`src/rtl/exc_entry_unit.sv`:
```
module exc_entry_unit #(
  parameter int PC_W = 32,
  parameter logic [PC_W-1:0] VEC_BASE = '0
) (
  input  logic            clk,
  input  logic            rst_n,
  input  logic            rst_req,
  input  logic            dabt_req,
  input  logic            fiq_req,
  input  logic            irq_req,
  input  logic            pabt_req,
  input  logic            und_req,
  input  logic            swi_req,
  input  logic            ret,
  input  logic [31:0]     sr_in,
  output logic [PC_W-1:0] vec_pc,
  output logic            redirect,
  output logic [31:0]     sr_out,
  output logic            ret_err,
  output logic [31:0]     bank_fiq,
  output logic [31:0]     bank_irq,
  output logic [31:0]     bank_svc,
  output logic [31:0]     bank_abt,
  output logic [31:0]     bank_und
);
  localparam int NB = 5;
  localparam logic [4:0] M_FIQ = 5'h11, M_IRQ = 5'h12, M_SVC = 5'h13,
                         M_ABT = 5'h17, M_UND = 5'h1B;
  localparam logic [31:0] SR_RST = 32'h0000_00D3;

  logic [31:0] bank [NB];
  logic        take, set_f, ret_ok;
  logic [2:0]  slot, tidx, ridx;
  logic [4:0]  tmode;

  wire irq_ok = irq_req & ~sr_in[7];
  wire fiq_ok = fiq_req & ~sr_in[6];

  always_comb begin
    take = 1'b1; set_f = 1'b0; slot = 3'd0; tmode = M_SVC;
    if (rst_req)       begin slot = 3'd0; tmode = M_SVC; set_f = 1'b1; end
    else if (dabt_req) begin slot = 3'd4; tmode = M_ABT; end
    else if (fiq_ok)   begin slot = 3'd7; tmode = M_FIQ; set_f = 1'b1; end
    else if (irq_ok)   begin slot = 3'd6; tmode = M_IRQ; end
    else if (pabt_req) begin slot = 3'd3; tmode = M_ABT; end
    else if (und_req)  begin slot = 3'd1; tmode = M_UND; end
    else if (swi_req)  begin slot = 3'd2; tmode = M_SVC; end
    else take = 1'b0;
  end

  always_comb begin
    case (tmode)
      M_FIQ:   tidx = 3'd0;
      M_IRQ:   tidx = 3'd1;
      M_ABT:   tidx = 3'd3;
      M_UND:   tidx = 3'd4;
      default: tidx = 3'd2;
    endcase
  end

  always_comb begin
    ret_ok = 1'b1;
    case (sr_in[4:0])
      M_FIQ:   ridx = 3'd0;
      M_IRQ:   ridx = 3'd1;
      M_SVC:   ridx = 3'd2;
      M_ABT:   ridx = 3'd3;
      M_UND:   ridx = 3'd4;
      default: begin ridx = 3'd0; ret_ok = 1'b0; end
    endcase
  end

  wire [31:0] entry_sr = {sr_in[31:8], 1'b1, sr_in[6] | set_f, 1'b0, tmode};
  wire        do_ret   = ret & ~take;

  always_ff @(posedge clk or negedge rst_n) begin
    if (!rst_n) begin
      vec_pc   <= VEC_BASE;
      redirect <= 1'b0;
      sr_out   <= SR_RST;
      ret_err  <= 1'b0;
      for (int i = 0; i < NB; i++) bank[i] <= '0;
    end else begin
      redirect <= take;
      ret_err  <= do_ret & ~ret_ok;
      if (take) vec_pc <= VEC_BASE + PC_W'({slot, 2'b00});
      if (take)                 sr_out <= entry_sr;
      else if (do_ret && ret_ok) sr_out <= bank[ridx];
      else                      sr_out <= sr_in;
      for (int i = 0; i < NB; i++)
        if (take && tidx == 3'(i)) bank[i] <= sr_in;
    end
  end

  assign bank_fiq = bank[0];
  assign bank_irq = bank[1];
  assign bank_svc = bank[2];
  assign bank_abt = bank[3];
  assign bank_und = bank[4];
endmodule

```
`config.mk`:
```
export PLATFORM = sky130hd
export DESIGN_NAME = exc_entry_unit
export DESIGN_NICKNAME = d
export VERILOG_FILES = /design/src/rtl/exc_entry_unit.sv
export SDC_FILE = /design/constraint.sdc
export NUM_CORES = 1
export LEC_CHECK = 0
export BUFFER_PORTS_ARGS = -buffer_cell sky130_fd_sc_hd__buf_2
export CORE_MARGIN = 2
export CORE_UTILIZATION = 36
export DETAILED_ROUTE_END_ITERATION = 12
export MAX_ROUTING_LAYER = met4
export SYNTH_ARGS = -nofsm -noshare
export SYNTH_HDL_FRONTEND = slang
export SYNTH_SLANG_ARGS = --single-unit
```
`constraint.sdc`:
```
create_clock -name clk -period 1.5 [get_ports clk]
set_input_delay 0.375 -clock clk [delete_from_list [all_inputs] [get_ports clk]]
set_output_delay 0.375 -clock clk [all_outputs]
set_load 0.01 [all_outputs]
```
== After elaboration in Yosys (flattened, before gate mapping) ==
Index checks and enable logic that the tools add are counted.
Word-level totals
  bits in registers: 197
  bits in latches: 0
  RAM bits: 0
  bits in read-only memories: 0
  input port bits: 42
  logic and storage cells: 72
  memories: 0
Cells by class
  add/subtract/negate cells: 0
  multipliers: 0
  divide/modulo/power cells: 0
  order comparisons: 1
  equality and inequality tests: 13
  shift-type cells: 0
  mux-type cells: 31
  bitwise gates (word level): 10
  reduce and logical (&&, ||, !) cells: 8
Operator list (number)
  2-to-1 mux 32 bit: 4
  binary-select mux 32 bit (select 3 bit): 1
  equality test 5 bit, second input constant: 9
  2-to-1 mux 4 bit: 6
  case mux 3 bit (4 select lines): 2
  2-to-1 mux 3 bit: 4
  2-to-1 mux 1 bit: 11
  equality test 3 x 2 -> 1 bit, second input constant: 2
  logical AND 1 bit: 6
  2-to-1 mux 2 bit: 3
  OR reduction 5 bit: 1
  bitwise AND 1 bit: 4
  >= comparator 4 bit, second input constant: 1
  NOT 1 bit: 4
  NOT 3 -> 4 bit: 1
  equality test 3 x 1 -> 1 bit, second input constant: 1
  equality test 3 bit, second input constant: 1
  logical NOT 3 bit: 1
  bitwise OR 1 bit: 1

== Longest topological paths before layout ==
Gate-level depths: netlist of run 1.
  depth in word-level cells: 12
  gate-level depth with buffers: 9
  mapped depth without buffers: 7

== Worst setup path after synthesis of run 1 ==
Ideal clock, no wire load.
  path type: in2reg
  start: input port sr_in[6]
  end: register bank (netlist bit bank_svc[11])
  library setup time: 0.125 ns
  arrival: 1.642 ns
  required time: 1.375 ns
  slack: -0.266 ns
  stages on the path: 7
  buffers on the path: 2
  cell sequence: nand2b_1 > buf_2 > nand2_1 > nor2_1 > a31oi_1 > buf_4 > mux2_2
On the way
  word-level cells in the longest chain between the ends: 9
  elaborated cells between the ends (all ways): 15
RTL lines
  start, declared: line 15  | input logic [31:0] sr_in,
  NOT 1 bit (*): line 37  | wire fiq_ok = fiq_req & ~sr_in[6];
  bitwise AND 1 bit (*): line 37
  2-to-1 mux 4 bit: line 43  | else if (fiq_ok) begin slot = 3'd7; tmode = M_FIQ; set_f = 1'b1; end
  2-to-1 mux 4 bit: line 42  | else if (dabt_req) begin slot = 3'd4; tmode = M_ABT; end
  2-to-1 mux 4 bit: line 41  | if (rst_req) begin slot = 3'd0; tmode = M_SVC; set_f = 1'b1; end
  equality test 5 bit: line 52  | case (tmode)
  case mux 3 bit (4 select lines): line 52
  equality test 3 x 2 -> 1 bit: line 91  | if (take && tidx == 3'(i)) bank[i] <= sr_in;
  logical AND 1 bit (*): line 91
  end signal, assigned by index: line 91
  end, declared: line 31  | logic [31:0] bank [NB];
Every way passes the cells marked *; elsewhere a longest branch is shown, timed or not.
A chain may end at the register's enable or synchronous reset.

== Worst setup path after layout of run 1 ==
  start: register sr_out[0]
  end: output port sr_out[0]
RTL lines
  start, declared: line 18  | output logic [31:0] sr_out,
  start signal, assigned: line 87  | if (take) sr_out <= entry_sr;
  start signal, assigned: line 88  | else if (do_ret && ret_ok) sr_out <= bank[ridx];
  start signal, assigned: line 89  | else sr_out <= sr_in;
No word-level cell between the ends.

==> results of run 1 <==
cells in the mapped netlist (3+ instances only):
| cell | instances |
|---|---|
| dfrtp_1 | 192 |
| o211ai_1 | 6 |
| a21oi_1 | 62 |
| nor3_1 | 31 |
| mux2_2 | 117 |
| nor2b_1 | 4 |
| a221oi_1 | 26 |
| a31oi_1 | 3 |
| dfstp_2 | 5 |
| nor2_1 | 45 |
| buf_2 | 22 |
| o21ai_0 | 37 |
| nand2_1 | 106 |
| mux2i_1 | 30 |
| nand3_1 | 7 |
| clkbuf_1 | 26 |
| buf_4 | 37 |
| mux2_1 | 9 |
cell families (layout without fill, tap and decap cells):
kind of cell	count (synthesis)	in the layout	share of synthesized area [%]
AOI/OAI and AO/OA	151	151	10.3
buffers and inverters	91	379	5.71
other	1	29	0.0415
DFF	197	197	54.6
muxes	156	156	19.0
and+or+nand+nor	211	211	10.3
per-stage QoR:
stage	cell area (um2)	hold slack [ns]	power, mW	setup slack [ns]
6_report	12500	0.203	15.2	0.0288
5_1_grt	12500	0.197	15.9	-0.0446
4_1_cts	12400	0.189	15.3	0.00731
3_5_place_dp	11800	0.354	10.6	-0.493
3_3_place_gp	11800	0.356	10.5	-0.449
2_1_floorplan	9590	0.0794	8.78	-0.111
layer usage:
layer,vias up,track usage [%]
li1,3401,-
met1,3841,30.8
met2,294,36.1
met3,24,4.46
met4,0,6.92
met5,-,-
area by class of cell:
type	instances	area share, %
sequential	197	39.4
timing repair buffer	344	19.7
clock inverter	14	1.20
inverter	4	0.120
multi-input combinational	547	32.9
clock buffer	17	3.40
tap	324	3.24
power groups by stage:
stage	registers, mW	clock network, mW	logic, mW
2_1_floorplan	7.21	0	1.57
3_3_place_gp	6.99	0	3.52
3_5_place_dp	7.00	0	3.59
4_1_cts	6.90	4.77	3.60
5_1_grt	7.01	4.99	3.90
6_report	6.92	4.68	3.58
what timing repair did:
| action | in CTS | in global routing |
|---|---|---|
| endpoints found under the setup margin | 12 | 31 |
| gates cloned | 0 | 2 |
| setup buffers | 0 | 1 |
| hold buffers | 1 | 0 |
| pin swaps | 0 | 7 |
| hold endpoints to repair | 26 | 0 |
| gates resized for setup | 2 | 26 |
sequential cells by signal (all words and copies together), names as in the netlist:
register  count
bank_irq     32
ret_err       1
bank_abt     32
vec_pc        3
bank_svc     32
bank_fiq     32
redirect      1
sr_out       32
bank_und     32
worst max-delay path by stage:
stage | cells past startpoint | slack, ns | endpoint | startpoint
after floorplan | 9 | -0.11 | sr_out[3]$_DFF_PN0_ | sr_in[6]
after global placement | 7 | -0.45 | sr_out[19]$_DFF_PN0_ | sr_in[0]
after detailed placement | 7 | -0.49 | sr_out[27]$_DFF_PN0_ | sr_in[2]
after CTS | 8 | 0.007 | sr_out[6]$_DFF_PN1_ | sr_in[1]
after global routing | 10 | -0.04 | sr_out[15]$_DFF_PN0_ | sr_in[3]
final | 1 | 0.03 | sr_out[0] | sr_out[0]$_DFF_PN1_
==> run_summary.xml, run 1 <==
<?xml version="1.0" encoding="UTF-8"?>
<metrics>
  <group name="placement">
    <metric name="detailedPlacementHpwl" unit="um">21000</metric>
    <metric name="gp_congestion" unit="">0.826</metric>
    <metric name="post-place-cells" unit="">1412</metric>
    <metric name="numPortBuffers" unit="">238</metric>
  </group>
  <group name="logic_synthesis">
    <metric name="netlist_instances" unit="">807</metric>
    <metric name="netlist_area" unit="um2">9030</metric>
    <metric name="synth_flop_cell" unit="">dfrtp_1</metric>
    <metric name="ys_types" unit="">51</metric>
    <metric name="cell_types_occupying_the_most_area_after_synthesis" unit="">dfrtp_1, mux2_2, nand2_1</metric>
    <metric name="largest_area_contributor_in_the_synthesized_netlist" unit="">dfrtp_1</metric>
    <metric name="synth_sequential_area_ratio" unit="%">54.6</metric>
    <metric name="postSynth.asyncResetShare" unit="%">100</metric>
    <metric name="synth-warning-count" unit="">0</metric>
    <metric name="number_of_flops_mapped_to_enable_cells_by_yosys" unit="">0</metric>
    <metric name="ys_seq_elements" unit="">197</metric>
    <metric name="avgSynthCellArea" unit="um2">11.2</metric>
    <metric name="yosysTopAreaCellShare" unit="%">53.2</metric>
  </group>
  <group name="sta">
    <metric name="finalSetupTns" unit="ns">0</metric>
    <metric name="post-route-min-period" unit="ns">1.47</metric>
    <metric name="timing.final.max_slew_violations" unit="">0</metric>
    <metric name="post-route-period-util" unit="%">98.1</metric>
    <metric name="fin_worst_skew" unit="ns">0.0101</metric>
    <metric name="achievable-frequency" unit="MHz">680</metric>
    <metric name="rsz0062_at_grt" unit="">true</metric>
    <metric name="timing.final.hold_violations" unit="">0</metric>
    <metric name="setup_violations" unit="">0</metric>
  </group>
  <group name="clocking">
    <metric name="cts_inserted_buffers" unit="">17</metric>
    <metric name="tritoncts_clock_tree" unit="">yes</metric>
    <metric name="worst_path_clk_slew" unit="ns">0.07</metric>
    <metric name="cts.root.buffer_cell" unit="">clkbuf_16</metric>
    <metric name="worst_skew_pair.late_latency" unit="ns">0.43</metric>
    <metric name="clockBufferDepth" unit="">2</metric>
    <metric name="count_of_h_tree_levels_built_during_cts" unit="">4</metric>
    <metric name="clock-sinks" unit="">197</metric>
  </group>
  <group name="cells_and_area">
    <metric name="antennaDiodeCount" unit="">0</metric>
    <metric name="filler_cell_count" unit="">2252</metric>
    <metric name="drive_above_1_share" unit="%">50.7</metric>
    <metric name="mostFrequentLayoutCells" unit="">buf_2, dfrtp_1, nand2_1</metric>
    <metric name="finalCoreUtilization" unit="%">51.2</metric>
    <metric name="leading_cell_type_in_the_layout_fill_and_taps_excluded" unit="">buf_2</metric>
    <metric name="syn2layout_area_growth" unit="%">38.5</metric>
    <metric name="final_cell_count_no_fill" unit="">1447</metric>
    <metric name="ff_latch_area" unit="um2">4940</metric>
    <metric name="multiInputGateArea" unit="um2">4110</metric>
    <metric name="finalNetCount" unit="">1153</metric>
  </group>
  <group name="critical_path">
    <metric name="r2r-start" unit="">bank_svc[2]$_DFFE_PN0P_</metric>
    <metric name="crit_path_end_kind" unit="">output pin</metric>
    <metric name="critical_path.top_delay_family" unit="">flip-flops</metric>
    <metric name="worst_ep_required_time" unit="ns">1.12</metric>
    <metric name="critPathArrivalTime" unit="ns">1.10</metric>
    <metric name="crit_chain" unit="">buf_6</metric>
    <metric name="r2r_setup_slack" unit="ns">0.16</metric>
    <metric name="cpMaxStageDelayCell" unit="">dfstp_2</metric>
    <metric name="crit_type" unit="">flip-flop to output pin</metric>
    <metric name="crit_path_max_incr_delay" unit="ns">0.56</metric>
    <metric name="terminus_of_the_critical_flop_to_flop_path" unit="">sr_out[2]$_DFF_PN0_</metric>
    <metric name="number_of_buffer_and_inverter_instances_along_the_worst_setup_path" unit="">1</metric>
    <metric name="cp_max_fo" unit="">1</metric>
    <metric name="r2r.worst_path.cells" unit="">4</metric>
    <metric name="startpoint_type" unit="">flip-flop</metric>
  </group>
  <group name="pwr">
    <metric name="switching_share" unit="%">31.5</metric>
    <metric name="clkPwrFrac" unit="%">30.8</metric>
    <metric name="power.net_switching" unit="mW">4.79</metric>
    <metric name="ir_worst_vdd" unit="mV">0.633</metric>
    <metric name="combPwrFrac" unit="%">23.6</metric>
    <metric name="power.static_leakage" unit="nW">6.11</metric>
    <metric name="p_int" unit="mW">10.4</metric>
    <metric name="power_per_cell_area" unit="nW/um2">1210</metric>
    <metric name="power.sequential.fraction" unit="%">45.6</metric>
  </group>
  <group name="grt">
    <metric name="first_global_vias" unit="">7542</metric>
    <metric name="grt_first_pass_wirelength" unit="um">44900</metric>
    <metric name="total_gr_overflow" unit="">0</metric>
    <metric name="globalRouteTotalUtil" unit="%">23.1</metric>
    <metric name="pin_count_of_the_biggest_net_entering_global_routing" unit="">41</metric>
    <metric name="initial_antenna_violation_count" unit="">0</metric>
  </group>
  <group name="run">
    <metric name="maxCapViolations" unit="">0</metric>
  </group>
  <group name="worst_hold_path">
    <metric name="min_path_type" unit="">input pin to flip-flop</metric>
    <metric name="timing.hold.worst_path_depth" unit="">3</metric>
    <metric name="hold_path_end" unit="">bank_fiq[26]$_DFFE_PN0P_</metric>
    <metric name="worstHoldStart" unit="">sr_in[26]</metric>
  </group>
  <group name="drt">
    <metric name="routed-wl-met2" unit="um">14600</metric>
    <metric name="antenna_violating_nets_post_route" unit="">0</metric>
    <metric name="wl_met1" unit="um">13300</metric>
    <metric name="first_pass_iters" unit="">5</metric>
    <metric name="drt_iter0_drc" unit="">501</metric>
    <metric name="met3_wirelength" unit="um">1790</metric>
    <metric name="detail_route.vias_per_cell" unit="">5.22</metric>
    <metric name="route.vias.total" unit="">7560</metric>
    <metric name="average_wire_per_cell_in_the_routed_design" unit="um">20.8</metric>
    <metric name="detail_route.drc_violations" unit="">0</metric>
    <metric name="drt-total-wl" unit="um">30100</metric>
    <metric name="top_layer_used" unit="">met4</metric>
  </group>
  <group name="floorplan">
    <metric name="design.portCount" unit="">268</metric>
    <metric name="rows" unit="">57</metric>
    <metric name="die_height" unit="um">162</metric>
    <metric name="core_area" unit="um2">24500</metric>
    <metric name="die_area" unit="um2">26400</metric>
    <metric name="initial_util" unit="%">36.9</metric>
    <metric name="floorplan.die.width" unit="um">162</metric>
  </group>
  <group name="run_status">
    <metric name="run_status" unit="">finished, final reports clean</metric>
  </group>
</metrics>
Note: power is estimated with default switching activity, not from simulation.
==> inputs of run 2 (changes only) <==
--- a/config.mk
+++ b/config.mk
@@ -6,10 +6,15 @@
 export NUM_CORES = 1
 export LEC_CHECK = 0
 export BUFFER_PORTS_ARGS = -buffer_cell sky130_fd_sc_hd__buf_2
+export CELL_PAD_IN_SITES_DETAIL_PLACEMENT = 0
+export CELL_PAD_IN_SITES_GLOBAL_PLACEMENT = 2
 export CORE_MARGIN = 2
-export CORE_UTILIZATION = 36
+export CORE_UTILIZATION = 32
 export DETAILED_ROUTE_END_ITERATION = 12
 export MAX_ROUTING_LAYER = met4
+export PLACE_DENSITY_LB_ADDON = 0.1
+export RECOVER_POWER = 25
+export REMOVE_ABC_BUFFERS = 1
 export SYNTH_ARGS = -nofsm -noshare
 export SYNTH_HDL_FRONTEND = slang
 export SYNTH_SLANG_ARGS = --single-unit
==> run 2 against run 1 <==
  * Maximum frequency fell by 0.14%
  * Final area decreased by 2.1%
  * Die area up 12%
  * First-iteration DRC count is 36% lower
  * Non-clock buffer count is 2 lower
  * Largest cell class unchanged
==> run_summary.xml, run 2 (synthesized netlist as in run 1, its figures left out) <==
<?xml version="1.0" encoding="UTF-8"?>
<metrics>
  <group name="clocking">
    <metric name="worst_skew_pair.late_latency" unit="ns">0.44</metric>
    <metric name="clock-sinks" unit="">197</metric>
    <metric name="count_of_h_tree_levels_built_during_cts" unit="">4</metric>
    <metric name="cts.root.buffer_cell" unit="">clkbuf_16</metric>
    <metric name="worst_path_clk_slew" unit="ns">0.08</metric>
    <metric name="tritoncts_clock_tree" unit="">yes</metric>
    <metric name="clockBufferDepth" unit="">2</metric>
    <metric name="cts_inserted_buffers" unit="">17</metric>
  </group>
  <group name="drt">
    <metric name="detail_route.vias_per_cell" unit="">4.95</metric>
    <metric name="detail_route.drc_violations" unit="">0</metric>
    <metric name="route.vias.total" unit="">7433</metric>
    <metric name="drt_iter0_drc" unit="">323</metric>
    <metric name="average_wire_per_cell_in_the_routed_design" unit="um">21.7</metric>
    <metric name="drt-total-wl" unit="um">32600</metric>
    <metric name="antenna_violating_nets_post_route" unit="">0</metric>
    <metric name="first_pass_iters" unit="">5</metric>
  </group>
  <group name="critical_path">
    <metric name="cp_max_fo" unit="">12</metric>
    <metric name="r2r-start" unit="">bank_abt[6]$_DFFE_PN0P_</metric>
    <metric name="r2r.worst_path.cells" unit="">5</metric>
    <metric name="worstSetupStartpoint" unit="">sr_in[0]</metric>
    <metric name="r2r_setup_slack" unit="ns">0.23</metric>
    <metric name="crit_path_max_incr_delay" unit="ns">0.44</metric>
    <metric name="startpoint_type" unit="">input pin</metric>
    <metric name="crit_chain" unit="">buf_4 -&gt; nor2b_2 -&gt; or3_4 -&gt; buf_12 -&gt; a221oi_1 -&gt; a21oi_1 -&gt; a21oi_2</metric>
    <metric name="worst_ep_required_time" unit="ns">1.86</metric>
    <metric name="crit_type" unit="">input pin to flip-flop</metric>
    <metric name="terminus_of_the_critical_flop_to_flop_path" unit="">sr_out[6]$_DFF_PN1_</metric>
    <metric name="cpMaxStageDelayCell" unit="">or3_4</metric>
    <metric name="critPathArrivalTime" unit="ns">1.83</metric>
    <metric name="crit_path_end_kind" unit="">flip-flop</metric>
    <metric name="crit_path_end" unit="">sr_out[10]$_DFF_PN0_</metric>
  </group>
  <group name="pwr">
    <metric name="power.net_switching" unit="mW">4.92</metric>
    <metric name="switching_share" unit="%">32.7</metric>
    <metric name="fin_total_pwr" unit="mW">15.0</metric>
    <metric name="power.sequential.fraction" unit="%">46.2</metric>
    <metric name="clkPwrFrac" unit="%">31.0</metric>
    <metric name="power.static_leakage" unit="nW">5.91</metric>
    <metric name="power_per_cell_area" unit="nW/um2">1230</metric>
    <metric name="ir_worst_vdd" unit="mV">0.724</metric>
    <metric name="combPwrFrac" unit="%">22.9</metric>
    <metric name="p_int" unit="mW">10.1</metric>
  </group>
  <group name="cells_and_area">
    <metric name="filler_cell_count" unit="">2788</metric>
    <metric name="design_area" unit="um2">12300</metric>
    <metric name="final_cell_count_no_fill" unit="">1501</metric>
    <metric name="drive_above_1_share" unit="%">48.0</metric>
    <metric name="finalCoreUtilization" unit="%">44.1</metric>
    <metric name="leading_cell_type_in_the_layout_fill_and_taps_excluded" unit="">buf_2</metric>
    <metric name="ff_latch_area" unit="um2">4940</metric>
    <metric name="syn2layout_area_growth" unit="%">35.6</metric>
    <metric name="mostFrequentLayoutCells" unit="">buf_2, dfrtp_1, mux2_2</metric>
    <metric name="multiInputGateArea" unit="um2">3870</metric>
    <metric name="finalNetCount" unit="">1151</metric>
  </group>
  <group name="floorplan">
    <metric name="rows" unit="">61</metric>
    <metric name="core_area" unit="um2">27800</metric>
    <metric name="initial_util" unit="%">32.5</metric>
    <metric name="floorplan.die.width" unit="um">172</metric>
    <metric name="design.portCount" unit="">268</metric>
    <metric name="die_height" unit="um">172</metric>
    <metric name="die_area" unit="um2">29600</metric>
  </group>
  <group name="sta">
    <metric name="rsz0062_at_grt" unit="">true</metric>
    <metric name="timing.hold.ws" unit="ns">0.198</metric>
    <metric name="timing.final.max_slew_violations" unit="">0</metric>
    <metric name="fin_worst_skew" unit="ns">0.00983</metric>
    <metric name="achievable-frequency" unit="MHz">679</metric>
    <metric name="post-route-min-period" unit="ns">1.47</metric>
    <metric name="worstMarginPinSlew" unit="ns">0.604</metric>
    <metric name="finalSetupTns" unit="ns">0</metric>
    <metric name="timing.final.ws_setup" unit="ns">0.0267</metric>
    <metric name="setup_violations" unit="">0</metric>
    <metric name="max-slew-margin-rel" unit="%">59.7</metric>
    <metric name="post-route-period-util" unit="%">98.2</metric>
    <metric name="timing.final.hold_violations" unit="">0</metric>
  </group>
  <group name="grt">
    <metric name="total_gr_overflow" unit="">0</metric>
    <metric name="initial_antenna_violation_count" unit="">1</metric>
    <metric name="grt_first_pass_wirelength" unit="um">47800</metric>
    <metric name="pin_count_of_the_biggest_net_entering_global_routing" unit="">43</metric>
    <metric name="globalRouteTotalUtil" unit="%">22.4</metric>
    <metric name="first_global_vias" unit="">7435</metric>
  </group>
  <group name="run">
    <metric name="maxCapViolations" unit="">0</metric>
  </group>
  <group name="placement">
    <metric name="gp_congestion" unit="">0.781</metric>
    <metric name="detailedPlace.worstSlack" unit="ns">-0.536</metric>
    <metric name="dpl_cell_area" unit="um2">11400</metric>
    <metric name="detailedPlacementHpwl" unit="um">21900</metric>
    <metric name="numPortBuffers" unit="">238</metric>
    <metric name="post-place-cells" unit="">1456</metric>
  </group>
  <group name="run_status">
    <metric name="run_status" unit="">finished, final reports clean</metric>
  </group>
  <group name="worst_hold_path">
    <metric name="min_path_type" unit="">input pin to flip-flop</metric>
  </group>
</metrics>
-- run 2: how the worst min path moves through the flow --
stage                     slack [ns]                  endpoint  depth (start not counted)  startpoint
after floorplan                 0.08   bank_abt[0]$_DFFE_PN0P_                          0       rst_n
after global placement          0.31  bank_und[20]$_DFFE_PN0P_                          1       rst_n
after detailed placement        0.31  bank_und[20]$_DFFE_PN0P_                          1       rst_n
after CTS                       0.18  bank_fiq[23]$_DFFE_PN0P_                          3   sr_in[23]
after global routing            0.19  bank_fiq[20]$_DFFE_PN0P_                          3   sr_in[20]
final                           0.20  bank_fiq[23]$_DFFE_PN0P_                          3   sr_in[23]
-- run 2: layout make-up --
type / instances / share of cell area [%]
Inverter: 4 / 0.123
Multi-Input combinational cell: 547 / 31.6
Antenna cell: 1 / 0.0204
Timing Repair Buffer: 342 / 19.3
Tap cell: 378 / 3.86
Sequential cell: 197 / 40.3
Clock buffer: 19 / 3.70
Clock inverter: 13 / 1.07
-- run 2: power groups by stage --
stage | Sequential (mW) | Clock [mW] | Combinational (mW)
finish | 6.95 | 4.66 | 3.44
global route | 7.07 | 5.00 | 3.78
CTS | 6.96 | 4.78 | 3.40
detailed placement | 7.06 | 0 | 3.39
global placement | 7.06 | 0 | 3.36
floorplan | 7.20 | 0 | 1.26
-- run 2: per-layer routing --
metal,part of all wire [%],vias to the layer above,track usage [%]
li1,-,3408,-
met1,46,3795,30.5
met2,48,215,35.5
met3,4.7,15,3.91
met4,0.81,0,4.31
met5,0,-,-
-- run 2: critical path: cells and delay by family --
| family | cells | cell delay, ns |
|---|---|---|
| AO/OA/AOI/OAI | 3 | 0.55 |
| AND/OR/NAND/NOR | 2 | 0.60 |
| buffers and inverters | 2 | 0.30 |
-- run 2: timing repair --
action	in CTS	in global routing
cloned	0	4
pin swaps	0	8
resized for setup	2	53
hold endpoints to repair	24	0
hold buffers	1	0
setup endpoints to repair	21	34
setup buffers	0	7
==> inputs of run 3 (changes only) <==
--- a/config.mk
+++ b/config.mk
@@ -13,7 +13,7 @@
 export DETAILED_ROUTE_END_ITERATION = 12
 export MAX_ROUTING_LAYER = met4
 export PLACE_DENSITY_LB_ADDON = 0.1
-export RECOVER_POWER = 25
+export RECOVER_POWER = 50
 export REMOVE_ABC_BUFFERS = 1
 export SYNTH_ARGS = -nofsm -noshare
 export SYNTH_HDL_FRONTEND = slang
==> run 3 against run 2 <==
  * Register-to-register slack worse by 0.02 ns
  * Die area is the same
  * Final area fell by 0.50%
  * Worst hold slack worse by 0.0041 ns
  * Sequential power barely moved
  * Maximum frequency shrank 1.0%
  * Non-clock buffer count unchanged
  * Combinational power about the same
  * Count of clock-buffer cells in the layout did not move
  * Critical path depth is the same
  * Critical endpoint unchanged
  * Highest routed layer unchanged
==> run_summary.xml, run 3 (synthesized netlist as in run 1, its figures left out) <==
<?xml version="1.0" encoding="UTF-8"?>
<metrics>
  <group name="sta">
    <metric name="timing.final.max_slew_violations" unit="">0</metric>
    <metric name="rsz0062_at_grt" unit="">true</metric>
    <metric name="fin_worst_skew" unit="ns">0.00902</metric>
    <metric name="achievable-frequency" unit="MHz">672</metric>
    <metric name="post-route-min-period" unit="ns">1.49</metric>
    <metric name="timing.final.hold_violations" unit="">0</metric>
    <metric name="max-slew-margin-rel" unit="%">59.7</metric>
    <metric name="post-route-period-util" unit="%">99.2</metric>
    <metric name="worstMarginPinSlew" unit="ns">0.605</metric>
    <metric name="setup_violations" unit="">0</metric>
  </group>
  <group name="grt">
    <metric name="first_global_vias" unit="">7435</metric>
    <metric name="total_gr_overflow" unit="">0</metric>
    <metric name="initial_antenna_violation_count" unit="">1</metric>
    <metric name="globalRouteTotalUtil" unit="%">22.4</metric>
    <metric name="grt_first_pass_wirelength" unit="um">47800</metric>
    <metric name="pin_count_of_the_biggest_net_entering_global_routing" unit="">43</metric>
  </group>
  <group name="cells_and_area">
    <metric name="leading_cell_type_in_the_layout_fill_and_taps_excluded" unit="">buf_2</metric>
    <metric name="mostFrequentLayoutCells" unit="">buf_2, dfrtp_1, mux2_2</metric>
    <metric name="finalCoreUtilization" unit="%">43.9</metric>
    <metric name="filler_cell_count" unit="">2792</metric>
    <metric name="finalNetCount" unit="">1151</metric>
    <metric name="final_cell_count_no_fill" unit="">1502</metric>
    <metric name="design_area" unit="um2">12200</metric>
    <metric name="drive_above_1_share" unit="%">47.6</metric>
    <metric name="syn2layout_area_growth" unit="%">34.9</metric>
  </group>
  <group name="clocking">
    <metric name="worst_skew_pair.late_latency" unit="ns">0.44</metric>
    <metric name="cts.root.buffer_cell" unit="">clkbuf_16</metric>
    <metric name="cts_inserted_buffers" unit="">17</metric>
    <metric name="worst_path_clk_slew" unit="ns">0.08</metric>
    <metric name="clockBufferDepth" unit="">2</metric>
    <metric name="clock-sinks" unit="">197</metric>
    <metric name="tritoncts_clock_tree" unit="">yes</metric>
    <metric name="count_of_h_tree_levels_built_during_cts" unit="">4</metric>
  </group>
  <group name="floorplan">
    <metric name="rows" unit="">61</metric>
    <metric name="floorplan.die.width" unit="um">172</metric>
    <metric name="initial_util" unit="%">32.5</metric>
    <metric name="core_area" unit="um2">27800</metric>
    <metric name="die_area" unit="um2">29600</metric>
    <metric name="die_height" unit="um">172</metric>
    <metric name="design.portCount" unit="">268</metric>
  </group>
  <group name="critical_path">
    <metric name="cp_max_fo" unit="">12</metric>
    <metric name="worst_ep_required_time" unit="ns">1.86</metric>
    <metric name="startpoint_type" unit="">input pin</metric>
    <metric name="cpMaxStageDelayCell" unit="">or3_4</metric>
    <metric name="critPathArrivalTime" unit="ns">1.85</metric>
    <metric name="crit_path_max_incr_delay" unit="ns">0.44</metric>
    <metric name="crit_path_end_kind" unit="">flip-flop</metric>
    <metric name="crit_chain" unit="">buf_4 -&gt; nor2b_2 -&gt; or3_4 -&gt; buf_12 -&gt; a221oi_1 -&gt; a21oi_1 -&gt; a21oi_2</metric>
    <metric name="crit_type" unit="">input pin to flip-flop</metric>
  </group>
  <group name="pwr">
    <metric name="clkPwrFrac" unit="%">31.0</metric>
    <metric name="power_per_cell_area" unit="nW/um2">1230</metric>
    <metric name="ir_worst_vdd" unit="mV">0.723</metric>
    <metric name="p_int" unit="mW">10.1</metric>
    <metric name="power.sequential.fraction" unit="%">46.2</metric>
    <metric name="switching_share" unit="%">32.8</metric>
    <metric name="power.net_switching" unit="mW">4.93</metric>
    <metric name="combPwrFrac" unit="%">22.8</metric>
    <metric name="power.static_leakage" unit="nW">5.88</metric>
  </group>
  <group name="run">
    <metric name="maxCapViolations" unit="">0</metric>
  </group>
  <group name="worst_hold_path">
    <metric name="min_path_type" unit="">input pin to flip-flop</metric>
  </group>
  <group name="drt">
    <metric name="drt-total-wl" unit="um">32600</metric>
    <metric name="top_layer_used" unit="">met4</metric>
    <metric name="average_wire_per_cell_in_the_routed_design" unit="um">21.7</metric>
    <metric name="wl_met1" unit="um">14900</metric>
    <metric name="route.vias.total" unit="">7475</metric>
    <metric name="detail_route.drc_violations" unit="">0</metric>
    <metric name="routed-wl-met2" unit="um">15700</metric>
    <metric name="detail_route.vias_per_cell" unit="">4.98</metric>
    <metric name="antenna_violating_nets_post_route" unit="">0</metric>
    <metric name="first_pass_iters" unit="">5</metric>
    <metric name="met3_wirelength" unit="um">1690</metric>
    <metric name="drt_iter0_drc" unit="">321</metric>
  </group>
  <group name="placement">
    <metric name="numPortBuffers" unit="">238</metric>
    <metric name="dpl_cell_area" unit="um2">11400</metric>
    <metric name="post-place-cells" unit="">1456</metric>
    <metric name="detailedPlacementHpwl" unit="um">21900</metric>
    <metric name="gp_congestion" unit="">0.781</metric>
  </group>
  <group name="run_status">
    <metric name="run_status" unit="">finished, final reports clean</metric>
  </group>
</metrics>
-- run 3: changes by cell type in the layout (fill, tap and decap cells not counted), sizes merged --
cell / delta
clkbuf: +8
diode: +1
buf: -8
-- run 3: area by class of cell --
cell class	count	area (um2)	area share [%]
well taps	378	473	3.88
clock buffers	19	453	3.72
flip-flops and latches	197	4940	40.5
multi-input cells	547	3850	31.6
inverters	4	15.0	0.123
diodes	2	5.00	0.0411
clock inverters	13	131	1.08
repair buffers	342	2320	19.0
-- run 3: worst max-delay path, delay by kind of cell --
family	cells	cell delay, ns
AOI/OAI and AO/OA	3	0.56
and+or+nand+nor	2	0.60
buffers and inverters	2	0.30
-- run 3: path summary, 6_finish.rpt --
kind                                           from                  endpoint  slack, ns  cells past startpoint
setup reg to reg            bank_abt[6]$_DFFE_PN0P_       sr_out[6]$_DFF_PN1_       0.21                      5
hold reg to reg            bank_fiq[24]$_DFFE_PN0P_  bank_fiq[24]$_DFFE_PN0P_       0.51                      2
min in group asynchronous                     rst_n  bank_und[20]$_DFFE_PN0P_       0.38                      2
hold / removal                            sr_in[23]  bank_fiq[23]$_DFFE_PN0P_       0.19                      3
max in group asynchronous                     rst_n  bank_svc[31]$_DFFE_PN0P_       0.16                      3
setup / recovery                           sr_in[0]      sr_out[10]$_DFF_PN0_       0.01                      7
-- run 3: layer usage --
metal  GRT usage (%)  vias to the layer above
met5               -                        -
met4            4.31                        0
met3            3.91                       16
met2            35.5                      235
met1            30.5                     3823
li1                -                     3401
-- run 3: stage by stage --
step / hold WS (ns) / power [mW] / worst slack [ns] / TNS (ns)
6_report: 0.194 / 15.0 / 0.0116 / 0
2_1_floorplan: 0.0794 / 8.47 / -1.75 / -198.22
3_3_place_gp: 0.313 / 10.4 / -0.492 / -59.44
5_1_grt: 0.194 / 15.8 / -0.0290 / -0.131
4_1_cts: 0.178 / 15.1 / -0.0218 / -0.0747
3_5_place_dp: 0.310 / 10.5 / -0.536 / -59.11
-- run 3: what timing repair did --
item	4_1_cts	5_1_grt
gates resized for setup	2	53
hold endpoints to repair	24	0
setup buffers	0	7
endpoints found under the setup margin	21	34
pin swaps	0	8
hold buffers	1	0
cloned	0	4
-- run 3: power groups by stage --
| stage | Combinational, mW | Sequential (mW) | Clock, mW |
|---|---|---|---|
| after CTS | 3.40 | 6.96 | 4.78 |
| after detailed placement | 3.39 | 7.06 | 0 |
| after global routing | 3.76 | 7.07 | 5.00 |
| after floorplan | 1.26 | 7.20 | 0 |
| final | 3.43 | 6.95 | 4.67 |
| after global placement | 3.36 | 7.06 | 0 |
